===== src/rtl/ipc_db_pkg.sv =====
package ipc_db_pkg;

    localparam int NUM_CORES = 2;
    localparam int NUM_SEMS  = 8;
    localparam int DATA_W    = 8;
    localparam int IDX_W     = $clog2(NUM_SEMS);
    localparam int ADDR_W    = IDX_W + 1;
    localparam int CID_W     = (NUM_CORES > 1) ? $clog2(NUM_CORES) : 1;

    localparam logic [ADDR_W-1:0] ADDR_STATUS = ADDR_W'(NUM_SEMS);
    localparam logic [ADDR_W-1:0] ADDR_ENABLE = ADDR_W'(NUM_SEMS + 1);

    typedef enum logic [1:0] {
        SEL_NONE,
        SEL_SEM,
        SEL_STATUS,
        SEL_ENABLE
    } reg_sel_e;

    typedef struct packed {
        logic              rd;
        logic              wr;
        reg_sel_e          sel;
        logic [IDX_W-1:0]  idx;
        logic [DATA_W-1:0] wdata;
    } bus_req_t;

    function automatic bus_req_t decode_req(
        input logic              valid,
        input logic              write,
        input logic [ADDR_W-1:0] addr,
        input logic [DATA_W-1:0] wdata
    );
        bus_req_t r;
        r       = '0;
        r.wdata = wdata;
        r.idx   = addr[IDX_W-1:0];
        r.rd    = valid && !write;
        r.wr    = valid && write;
        if (!addr[ADDR_W-1])
            r.sel = SEL_SEM;
        else if (addr == ADDR_STATUS)
            r.sel = SEL_STATUS;
        else if (addr == ADDR_ENABLE)
            r.sel = SEL_ENABLE;
        else
            r.sel = SEL_NONE;
        return r;
    endfunction

    function automatic int peer_of(input int c);
        return NUM_CORES - 1 - c;
    endfunction

endpackage


===== src/rtl/ipc_sem_bank.sv =====
module ipc_sem_bank
    import ipc_db_pkg::*;
#(
    parameter int NC   = NUM_CORES,
    parameter int NSEM = NUM_SEMS,
    parameter int IW   = IDX_W,
    parameter int CW   = CID_W
) (
    input  logic                    clk,
    input  logic                    rst,
    input  logic [NC-1:0]           claim,
    input  logic [NC-1:0][IW-1:0]   claim_idx,
    input  logic [NC-1:0]           rel,
    input  logic [NC-1:0][IW-1:0]   rel_idx,
    output logic [NC-1:0]           grant,
    output logic [NC-1:0][NSEM-1:0] rel_done,
    output logic [NSEM-1:0]         busy,
    output logic [NSEM-1:0][CW-1:0] owner
);

    logic [NC-1:0][NSEM-1:0] take;

    always_comb begin
        grant    = '0;
        take     = '0;
        rel_done = '0;
        for (int s = 0; s < NSEM; s++) begin
            logic lower_claim;
            lower_claim = 1'b0;
            for (int c = 0; c < NC; c++) begin
                logic hit;
                hit = claim[c] && (claim_idx[c] == IW'(s));
                if (hit) begin
                    if (busy[s])
                        grant[c] = grant[c] | (owner[s] == CW'(c));
                    else if (!lower_claim) begin
                        grant[c]   = 1'b1;
                        take[c][s] = 1'b1;
                    end
                end
                lower_claim = lower_claim | hit;
                rel_done[c][s] = rel[c] && (rel_idx[c] == IW'(s)) &&
                                 busy[s] && (owner[s] == CW'(c));
            end
        end
    end

    for (genvar s = 0; s < NSEM; s++) begin : g_sem
        logic freed;
        always_comb begin
            freed = 1'b0;
            for (int c = 0; c < NC; c++) freed = freed | rel_done[c][s];
        end

        always_ff @(posedge clk) begin
            if (rst) begin
                busy[s]  <= 1'b0;
                owner[s] <= '0;
            end else if (freed) begin
                busy[s] <= 1'b0;
            end else begin
                for (int c = NC - 1; c >= 0; c--) begin
                    if (take[c][s]) begin
                        busy[s]  <= 1'b1;
                        owner[s] <= CW'(c);
                    end
                end
            end
        end
    end

endmodule


===== src/rtl/ipc_irq_regs.sv =====
module ipc_irq_regs
    import ipc_db_pkg::*;
#(
    parameter int NC   = NUM_CORES,
    parameter int NSEM = NUM_SEMS
) (
    input  logic                    clk,
    input  logic                    rst,
    input  logic [NC-1:0][NSEM-1:0] set_mask,
    input  logic [NC-1:0][NSEM-1:0] clr_mask,
    input  logic [NC-1:0]           en_we,
    input  logic [NC-1:0][NSEM-1:0] en_wdata,
    output logic [NC-1:0][NSEM-1:0] status,
    output logic [NC-1:0][NSEM-1:0] enable,
    output logic [NC-1:0]           irq
);

    for (genvar k = 0; k < NC; k++) begin : g_core
        always_ff @(posedge clk) begin
            if (rst) begin
                status[k] <= '0;
                enable[k] <= '0;
            end else begin
                // a new event outranks a clear of the same bit
                status[k] <= (status[k] & ~clr_mask[k]) | set_mask[k];
                if (en_we[k])
                    enable[k] <= en_wdata[k];
            end
        end

        assign irq[k] = |(status[k] & enable[k]);
    end

endmodule


===== src/rtl/ipc_doorbell_sem.sv =====
module ipc_doorbell_sem
    import ipc_db_pkg::*;
(
    input  logic                          clk,
    input  logic                          rst,
    input  logic [NUM_CORES-1:0]          req_valid,
    input  logic [NUM_CORES-1:0]          req_write,
    input  logic [NUM_CORES*ADDR_W-1:0]   req_addr,
    input  logic [NUM_CORES*DATA_W-1:0]   req_wdata,
    output logic [NUM_CORES*DATA_W-1:0]   rsp_rdata,
    output logic [NUM_CORES-1:0]          irq
);

    bus_req_t [NUM_CORES-1:0]                 req;
    logic [NUM_CORES-1:0]                     claim, rel, grant, en_we;
    logic [NUM_CORES-1:0][IDX_W-1:0]          sem_idx;
    logic [NUM_CORES-1:0][NUM_SEMS-1:0]       rel_done, set_mask, clr_mask, en_wdata;
    logic [NUM_CORES-1:0][NUM_SEMS-1:0]       status, enable;
    logic [NUM_SEMS-1:0]                      sem_busy;
    logic [NUM_SEMS-1:0][CID_W-1:0]           sem_owner;

    for (genvar c = 0; c < NUM_CORES; c++) begin : g_port
        localparam int PEER = peer_of(c);

        always_comb begin
            req[c] = decode_req(req_valid[c], req_write[c],
                                req_addr[c*ADDR_W +: ADDR_W],
                                req_wdata[c*DATA_W +: DATA_W]);
        end

        assign claim[c]    = req[c].rd && (req[c].sel == SEL_SEM);
        assign rel[c]      = req[c].wr && (req[c].sel == SEL_SEM);
        assign sem_idx[c]  = req[c].idx;
        assign clr_mask[c] = (req[c].wr && req[c].sel == SEL_STATUS) ?
                             req[c].wdata[NUM_SEMS-1:0] : '0;
        assign en_we[c]    = req[c].wr && (req[c].sel == SEL_ENABLE);
        assign en_wdata[c] = req[c].wdata[NUM_SEMS-1:0];
        assign set_mask[c] = rel_done[PEER];

        always_ff @(posedge clk) begin
            if (rst) begin
                rsp_rdata[c*DATA_W +: DATA_W] <= '0;
            end else if (req[c].rd) begin
                unique case (req[c].sel)
                    SEL_SEM:    rsp_rdata[c*DATA_W +: DATA_W] <= DATA_W'(grant[c]);
                    SEL_STATUS: rsp_rdata[c*DATA_W +: DATA_W] <= DATA_W'(status[c]);
                    SEL_ENABLE: rsp_rdata[c*DATA_W +: DATA_W] <= DATA_W'(enable[c]);
                    default:    rsp_rdata[c*DATA_W +: DATA_W] <= '0;
                endcase
            end
        end
    end

    ipc_sem_bank #(
        .NC   (NUM_CORES),
        .NSEM (NUM_SEMS),
        .IW   (IDX_W),
        .CW   (CID_W)
    ) sem_bank_i (
        .clk       (clk),
        .rst       (rst),
        .claim     (claim),
        .claim_idx (sem_idx),
        .rel       (rel),
        .rel_idx   (sem_idx),
        .grant     (grant),
        .rel_done  (rel_done),
        .busy      (sem_busy),
        .owner     (sem_owner)
    );

    ipc_irq_regs #(
        .NC   (NUM_CORES),
        .NSEM (NUM_SEMS)
    ) irq_regs_i (
        .clk      (clk),
        .rst      (rst),
        .set_mask (set_mask),
        .clr_mask (clr_mask),
        .en_we    (en_we),
        .en_wdata (en_wdata),
        .status   (status),
        .enable   (enable),
        .irq      (irq)
    );

endmodule


===== config.mk =====
export PLATFORM = sky130hd
export DESIGN_NAME = ipc_doorbell_sem
export DESIGN_NICKNAME = d
export VERILOG_FILES = /design/src/rtl/ipc_db_pkg.sv /design/src/rtl/ipc_sem_bank.sv /design/src/rtl/ipc_irq_regs.sv /design/src/rtl/ipc_doorbell_sem.sv
export SDC_FILE = /design/constraint.sdc
export NUM_CORES = 1
export LEC_CHECK = 0
export BUFFER_PORTS_ARGS = -buffer_cell sky130_fd_sc_hd__buf_2
export CELL_PAD_IN_SITES_DETAIL_PLACEMENT = 1
export CELL_PAD_IN_SITES_GLOBAL_PLACEMENT = 1
export CORE_UTILIZATION = 43
export DETAILED_ROUTE_END_ITERATION = 10
export PLACE_DENSITY_LB_ADDON = 0.15
export SYNTH_ARGS = -nofsm -noshare
export SYNTH_HDL_FRONTEND = slang
export SYNTH_HIERARCHICAL = 1
export SYNTH_SLANG_ARGS = --single-unit
export TNS_END_PERCENT = 30

===== constraint.sdc =====
create_clock -name clk -period 2.6 [get_ports clk]
set_input_delay 0.26 -clock clk [delete_from_list [all_inputs] [get_ports clk]]
set_output_delay 0.26 -clock clk [all_outputs]
set_load 0.02 [all_outputs]

## Word-level counts from Yosys, hierarchy flattened

Cells that the tools add are included.

- Equal/unequal tests: 24
- Mux-type cells: 113
- Bitwise logic cells: 46
- Reductions and logical operators: 106

Operator list:

| operator | count |
|---|---|
| 2-to-1 mux 1 bit | 103 |
| logical AND 1 bit | 76 |
| one-hot mux 8 bit (3 select lines) | 2 |
| AND 8 bit | 4 |
| == test 3 bit, second input constant | 8 |
| bitwise OR 1 bit | 22 |
| == test 4 bit, second input constant | 4 |
| 2-to-1 mux 8 bit | 2 |
| inverter 1 bit | 16 |
| inverter 8 bit | 2 |
| bitwise OR 8 bit | 2 |
| AND reduction 2 bit | 8 |
| nonzero test 2 bit | 8 |
| OR reduction 2 bit | 8 |
| OR reduction 8 bit | 2 |
| == test 3 x 2 -> 1 bit, second input constant | 4 |
| 2-to-1 mux 2 bit | 6 |
| == test 2 bit, second input constant | 4 |
| == test 3 x 1 -> 1 bit, second input constant | 2 |
| logical NOT 3 bit | 2 |
| == test 2 x 1 -> 1 bit, second input constant | 2 |
| logical NOT 1 bit | 2 |

- Bits in registers: 64
- Input bits: 30
- Output and inout bits: 18
- Word-level logic and storage cells: 311

## Logic depth before layout (Yosys ltp)

- Depth in word-level cells: 32
- Gate-level depth with buffers: 9
- Mapped depth without buffers: 9

## By module

The synthesis kept the hierarchy.

Modules (own cells, without submodules):

| module | instances | cells an instance | area each (um^2) | sequential area each (um^2) |
|---|---|---|---|---|
| ipc_irq_regs | 1 | 127 | 1,211.2 | 640.6 |
| ipc_sem_bank | 1 | 149 | 1,091.0 | 320.3 |
| ipc_doorbell_sem | 1 | 94 | 907.1 | 320.3 |

## Worst setup path after synthesis

OpenSTA, ideal clock, no wires.

- Kind: input -> register
- Start: input req_addr[3]
- End: register rsp_rdata[8]
- Setup time: 0.113 ns
- Arrival: 1.992 ns
- Required time: 2.487 ns
- Path slack: 0.495 ns
- Stages: 8
- Path through: nor3b_1 or4b_4 o211ai_1 o21ai_1 or3_1 nand2b_1 o311a_1 nor3_1

- Word-level cells in the longest chain between the ends: 32
- Elaborated cells on any way between the ends: 47
- Classes of those cells: eq/ne: 3; mux: 28; bitwise: 7; reduce/logical: 9

RTL lines:

| item | line | source |
|---|---|---|
| start: declaration | ipc_doorbell_sem.sv:8 | `input logic [NUM_CORES*ADDR_W-1:0] req_addr,` |
| == test 4 bit | ipc_db_pkg.sv:44 | `else if (addr == ADDR_ENABLE)` |
| 2-to-1 mux 2 bit | ipc_db_pkg.sv:44 |  |
| 2-to-1 mux 2 bit | ipc_db_pkg.sv:42 | `else if (addr == ADDR_STATUS)` |
| 2-to-1 mux 2 bit * | ipc_db_pkg.sv:40 | `if (!addr[ADDR_W-1])` |
| == test 2 x 1 -> 1 bit * | ipc_doorbell_sem.sv:31 | `assign claim[c] = req[c].rd && (req[c].sel == SEL_SEM);` |
| logical AND 1 bit * | ipc_doorbell_sem.sv:31 |  |
| logical AND 1 bit | ipc_sem_bank.sv:32 | `hit = claim[c] && (claim_idx[c] == IW'(s));` |
| 2-to-1 mux 1 bit | ipc_sem_bank.sv:36 | `else if (!lower_claim) begin` |
| [... 17 more ...] | n/a |  |
| 2-to-1 mux 1 bit or bitwise OR 1 bit (tied branches) | ipc_sem_bank.sv:36, ipc_sem_bank.sv:35 |  |
| 2-to-1 mux 1 bit | ipc_sem_bank.sv:34 | `if (busy[s])` |
| 2-to-1 mux 1 bit | ipc_sem_bank.sv:33 | `if (hit) begin` |
| 2-to-1 mux 1 bit or bitwise OR 1 bit (tied branches) | ipc_sem_bank.sv:36, ipc_sem_bank.sv:35 |  |
| 2-to-1 mux 1 bit | ipc_sem_bank.sv:34 |  |
| 2-to-1 mux 1 bit * | ipc_sem_bank.sv:33 |  |
| net grant[1] | ipc_doorbell_sem.sv:15 | `logic [NUM_CORES-1:0] claim, rel, grant, en_we;` |
| one-hot mux 8 bit (3 select lines) * | ipc_doorbell_sem.sv:44 | `unique case (req[c].sel)` |
| end signal: indexed assignment | ipc_doorbell_sem.sv:45 | `SEL_SEM: rsp_rdata[c*DATA_W +: DATA_W] <= DATA_W'(grant[c]);` |
| end signal: indexed assignment | ipc_doorbell_sem.sv:46 | `SEL_STATUS: rsp_rdata[c*DATA_W +: DATA_W] <= DATA_W'(status[c]);` |
| end signal: indexed assignment | ipc_doorbell_sem.sv:47 | `SEL_ENABLE: rsp_rdata[c*DATA_W +: DATA_W] <= DATA_W'(enable[c]);` |
| end: declaration | ipc_doorbell_sem.sv:10 | `output logic [NUM_CORES*DATA_W-1:0] rsp_rdata,` |

Mark *: on every way through the listed nets, which the timed path passes. The rest lies on a longest branch.
A chain may end at the register's enable or synchronous reset.

## Worst setup path in the final report

- Start: input req_write[1]
- End: register rsp_rdata[8]

- Word-level cells in the longest chain between the ends: 27
- Elaborated cells on any way between the ends: 41
- Classes of those cells: mux: 23; bitwise: 7; reduce/logical: 11

RTL lines:

| item | line | source |
|---|---|---|
| start: declaration | ipc_doorbell_sem.sv:7 | `input logic [NUM_CORES-1:0] req_write,` |
| logical NOT 1 bit * | ipc_db_pkg.sv:38 | `r.rd = valid && !write;` |
| logical AND 1 bit * | ipc_db_pkg.sv:38 |  |
| logical AND 1 bit * | ipc_doorbell_sem.sv:31 |  |
| net claim[1] | ipc_doorbell_sem.sv:15 |  |
| logical AND 1 bit | ipc_sem_bank.sv:32 |  |
| 2-to-1 mux 1 bit | ipc_sem_bank.sv:33 |  |
| 2-to-1 mux 1 bit or bitwise OR 1 bit (tied branches) | ipc_sem_bank.sv:36, ipc_sem_bank.sv:35 |  |
| 2-to-1 mux 1 bit | ipc_sem_bank.sv:34 |  |
| [... 13 more ...] | n/a |  |
| 2-to-1 mux 1 bit or bitwise OR 1 bit (tied branches) | ipc_sem_bank.sv:36, ipc_sem_bank.sv:35 |  |
| 2-to-1 mux 1 bit | ipc_sem_bank.sv:34 |  |
| 2-to-1 mux 1 bit | ipc_sem_bank.sv:33 |  |
| 2-to-1 mux 1 bit or bitwise OR 1 bit (tied branches) | ipc_sem_bank.sv:36, ipc_sem_bank.sv:35 |  |
| 2-to-1 mux 1 bit | ipc_sem_bank.sv:34 |  |
| 2-to-1 mux 1 bit * | ipc_sem_bank.sv:33 |  |
| net grant[1] | ipc_doorbell_sem.sv:15 |  |
| one-hot mux 8 bit (3 select lines) * | ipc_doorbell_sem.sv:44 |  |

Marked as above.

==> results.md <==
- Area Growth Syn to Fin: 15.9%
- First-pass iteration count of the detailed router: 4
- DP HPWL: 6870 microns
- CTS sink cnt: 64
- Initial Utilization: 0.445
- Post-CTS Hold Fix Bufs: 0
- Startpoint Class: primary input
- Asr flop ratio synth: 0
- Postcts setup bufs: 0
- First-pass GRT wire length: 14900 microns
- Final antenna-violating net count: 0
- Final layout net count: 452
- Core ar.: 7210 sq um
- Share of the synthesized area in the top cell type: 0.399
- Switching share of total power: 0.276
- Net Switching: 538 uW
- Internal cell power: 1.41 mW
- Worst-margin pin slew: 0.804 ns
- Pwr dens: 525 nW/um^2
- Routed vias/inst: 5.65
- Post-synth EDFFs: 0
- Setup-failing EPs final: 0
- Mapped Cells: 370
- Slew Limit Fails: 0
- Largest stage delay, worst path: 0.51 ns
- Ports: 48
- Peak VDD IR: 248 uV
- CP bufs+invs: 1
- Root Buffer: clkbuf_8
- Clock latency on the worst-skew pair: 0.35 ns
- Setup TNS: 0 ns
- Post-route core utilization: 0.515
- Placer Congestion: 0.907
- Tmin final: 1.96 ns
- Pin count of the biggest net entering global routing: 31
- Comb pwr share: 0.075
- Vias: 2971
- Setup crit end kind: flip-flop
- Antenna Cells: 0
- Post_cts resized: 0
- R2R cell count: 6
- Area leader, netlist: dfxtp_1
- WP data arrival: 2.23 ns
- Die area: 7810 sq um
- Most used cell, CP: nand2b_1
- Netlist cell types: 42
- Max-Cap Viols: 0
- Critical R2R Launch: sem_bank_i/busy[4]$_SDFFE_PP0P_
- Dpl cells: 510
- Die span in x: 88.4 microns
- Tcrit/Tclk final: 0.752
- Number of port buffers: 47
- H-tree levels: 3
- Clk pwr share: 0.415
- Max Root-Sink Buffers: 2
- Clock-pin slew on the worst setup and hold paths: 0.08 ns
- Final wirelength: 9240 microns
- Critical path class: primary input to flip-flop
- Register bit total from synthesis: 64
- DRC viols: 0
- Worst hold path class: primary input to flip-flop
- Critical Path RT: 2.87 ns
- Setup Skew: 0.00781 ns
- Avg Inst Size Synth: 8.67 sq um
- Ys flop type: dfxtp_1
- Worst slew margin: 0.459
- Static Leak: 1.31 nW
- Ys Warns: 6
- Reg2reg end: rsp_rdata[8]$_SDFFE_PP0P_
- FF-to-FF setup slack: 0.83 ns
- Routed len/inst: 17.6 microns
- Synth area leaders: dfxtp_1, mux2i_1, nand2b_1
- Crit path max-delay family: simple AND/OR/NAND/NOR gates
- Worst-path maximum fanout: 8
- Outcome: completed
- Slowest cell on crit path: nor4bb_1
- Flop pwr share: 0.510
- CTS tree: built
- GRT Total Usage: 0.257
- CTS buffer count: 9
- CP cell instances: buf_2, nand2b_1, nor2_1, nor4bb_1, o311ai_0, nand4_1, or3_1, nand2b_1, o311a_1, nor3_1
- Worst setup path start: req_write[1]
- Gr ovfl total: 0
- FP Rows: 31
- Stages on the worst setup path: 10
- Syn nets: 400
- Share of layout cells above drive strength 1: 0.173
- Die Ht: 88.4 microns
- Layout fillers: 915
- Mapped Area: 3210 sq um
- Initial antenna violation count: 0
- Vias in the first global route: 3027
- Post-synthesis sequential area ratio: 0.399
- Layout Cells excl Fill: 526
- DRT iter0 DRCs: 98
- Critical Path End: rsp_rdata[8]$_SDFFE_PP0P_
- RSZ-0062 raised after global routing: no
- F_max: 511 MHz
- Hold Fails Final Rpt: 0
state kept, by name (all words and copies together), names as in the netlist:
signal / cells
rsp_rdata: 16
irq_regs_i/status: 16
sem_bank_i/owner: 8
sem_bank_i/busy: 8
irq_regs_i/enable: 16
power by group through the flow:
stage	logic, mW	registers [mW]	clock network, mW
after CTS	0.146	0.995	0.822
after floorplan	0.0777	1.02	0
after detailed placement	0.145	1.02	0
after global routing	0.160	0.996	0.868
final	0.146	0.995	0.810
after global placement	0.143	1.02	0
logic make-up (layout without fill, tap and decap cells):
kind of cell,count (synthesis),in the layout,synth area share
AO/OA/AOI/OAI,73,73,0.152
buffers and inverters,38,95,0.0550
flip-flops,64,64,0.399
multiplexers,32,32,0.100
AND/OR/NAND/NOR,163,163,0.294
stage by stage:
| stage | instance area (sq um) | hold WS, ns | total power, mW | worst slack [ns] |
|---|---|---|---|---|
| after floorplan | 3210 | 0.329 | 1.09 | 0.495 |
| after global placement | 3540 | 0.438 | 1.16 | 0.371 |
| after detailed placement | 3540 | 0.444 | 1.16 | 0.331 |
| after CTS | 3720 | 0.156 | 1.96 | 0.663 |
| after global routing | 3720 | 0.159 | 2.02 | 0.505 |
| final | 3720 | 0.161 | 1.95 | 0.645 |
metal layers:
layer / up-vias / routed length [microns] / GRT usage
li1: 1439 / - / -
met2: 69 / 4530 / 0.436
met1: 1444 / 4150 / 0.321
met3: 19 / 299 / 0.0336
met4: 0 / 262 / 0.128
met5: - / 0 / 0
worst reg2reg max path, stage by stage, from the launching register on:
cell      delay, ns
dfxtp_1        0.35
nor4_1         0.40
o22ai_1        0.17
or3_1          0.41
nand2b_1       0.09
o311a_1        0.17
nor3_1         0.05
Yosys cell counts (all sizes together) (2+ instances only):
master / count
a22oi: 9
inv: 27
nand2b: 35
o311ai: 2
nor2: 27
nor4: 12
nor4bb: 2
nand4: 4
and2: 16
nor3b: 4
o2bb2ai: 15
nor3: 25
and4: 2
a21oi: 32
o211ai: 3
a211oi: 5
dfxtp: 64
nand2: 21
nand4b: 2
nor2b: 2
o21ai: 2
nor4b: 2
and4b: 3
a2111oi: 2
buf: 10
mux2i: 31
worst min path at each step:
stage	cells after the start	end	slack, ns	startpoint
final	3	irq_regs_i/enable[5]$_SDFFE_PP0P_	0.16	req_wdata[5]
after global routing	3	irq_regs_i/enable[7]$_SDFFE_PP0P_	0.16	req_wdata[7]
after CTS	3	irq_regs_i/enable[7]$_SDFFE_PP0P_	0.16	req_wdata[7]
after detailed placement	1	rsp_rdata[5]$_SDFFE_PP0P_	0.44	rsp_rdata[5]$_SDFFE_PP0P_
after global placement	1	rsp_rdata[13]$_SDFFE_PP0P_	0.44	rsp_rdata[13]$_SDFFE_PP0P_
after floorplan	1	irq_regs_i/status[15]$_SDFF_PP0_	0.33	rst
cells in the final DEF (no fill, tap or decap), drive strengths merged, types with 2 or more instances in the layout:
cell,Yosys,final
a211oi,5,5
and4b,3,3
and2,16,16
dfxtp,64,64
buf,10,52
nor2,27,27
and4,2,2
o211ai,3,3
inv,27,28
clkbuf,1,10
nor3b,4,4
o2bb2ai,15,15
o311ai,2,2
nor4bb,2,2
nor4,12,12
nor4b,2,2
nand2b,35,35
a22oi,9,9
mux2i,31,31
clkinvlp,0,4
nand4,4,4
nand4b,2,2
nand2,21,21
a21oi,32,32
o21ai,2,2
a2111oi,2,2
nor3,25,25
nor2b,2,2
area by class of cell:
| type | instances | area [sq um] | share of cell area |
|---|---|---|---|
| multi-input combinational | 268 | 1760 | 0.473 |
| sequential | 64 | 1280 | 0.345 |
| timing repair buffer | 52 | 273 | 0.0734 |
| clock buffer | 10 | 138 | 0.0370 |
| tap | 99 | 124 | 0.0333 |
| inverter | 27 | 101 | 0.0273 |
| clock inverter | 6 | 43.8 | 0.0118 |
Power figures use the tool's default switching activity.
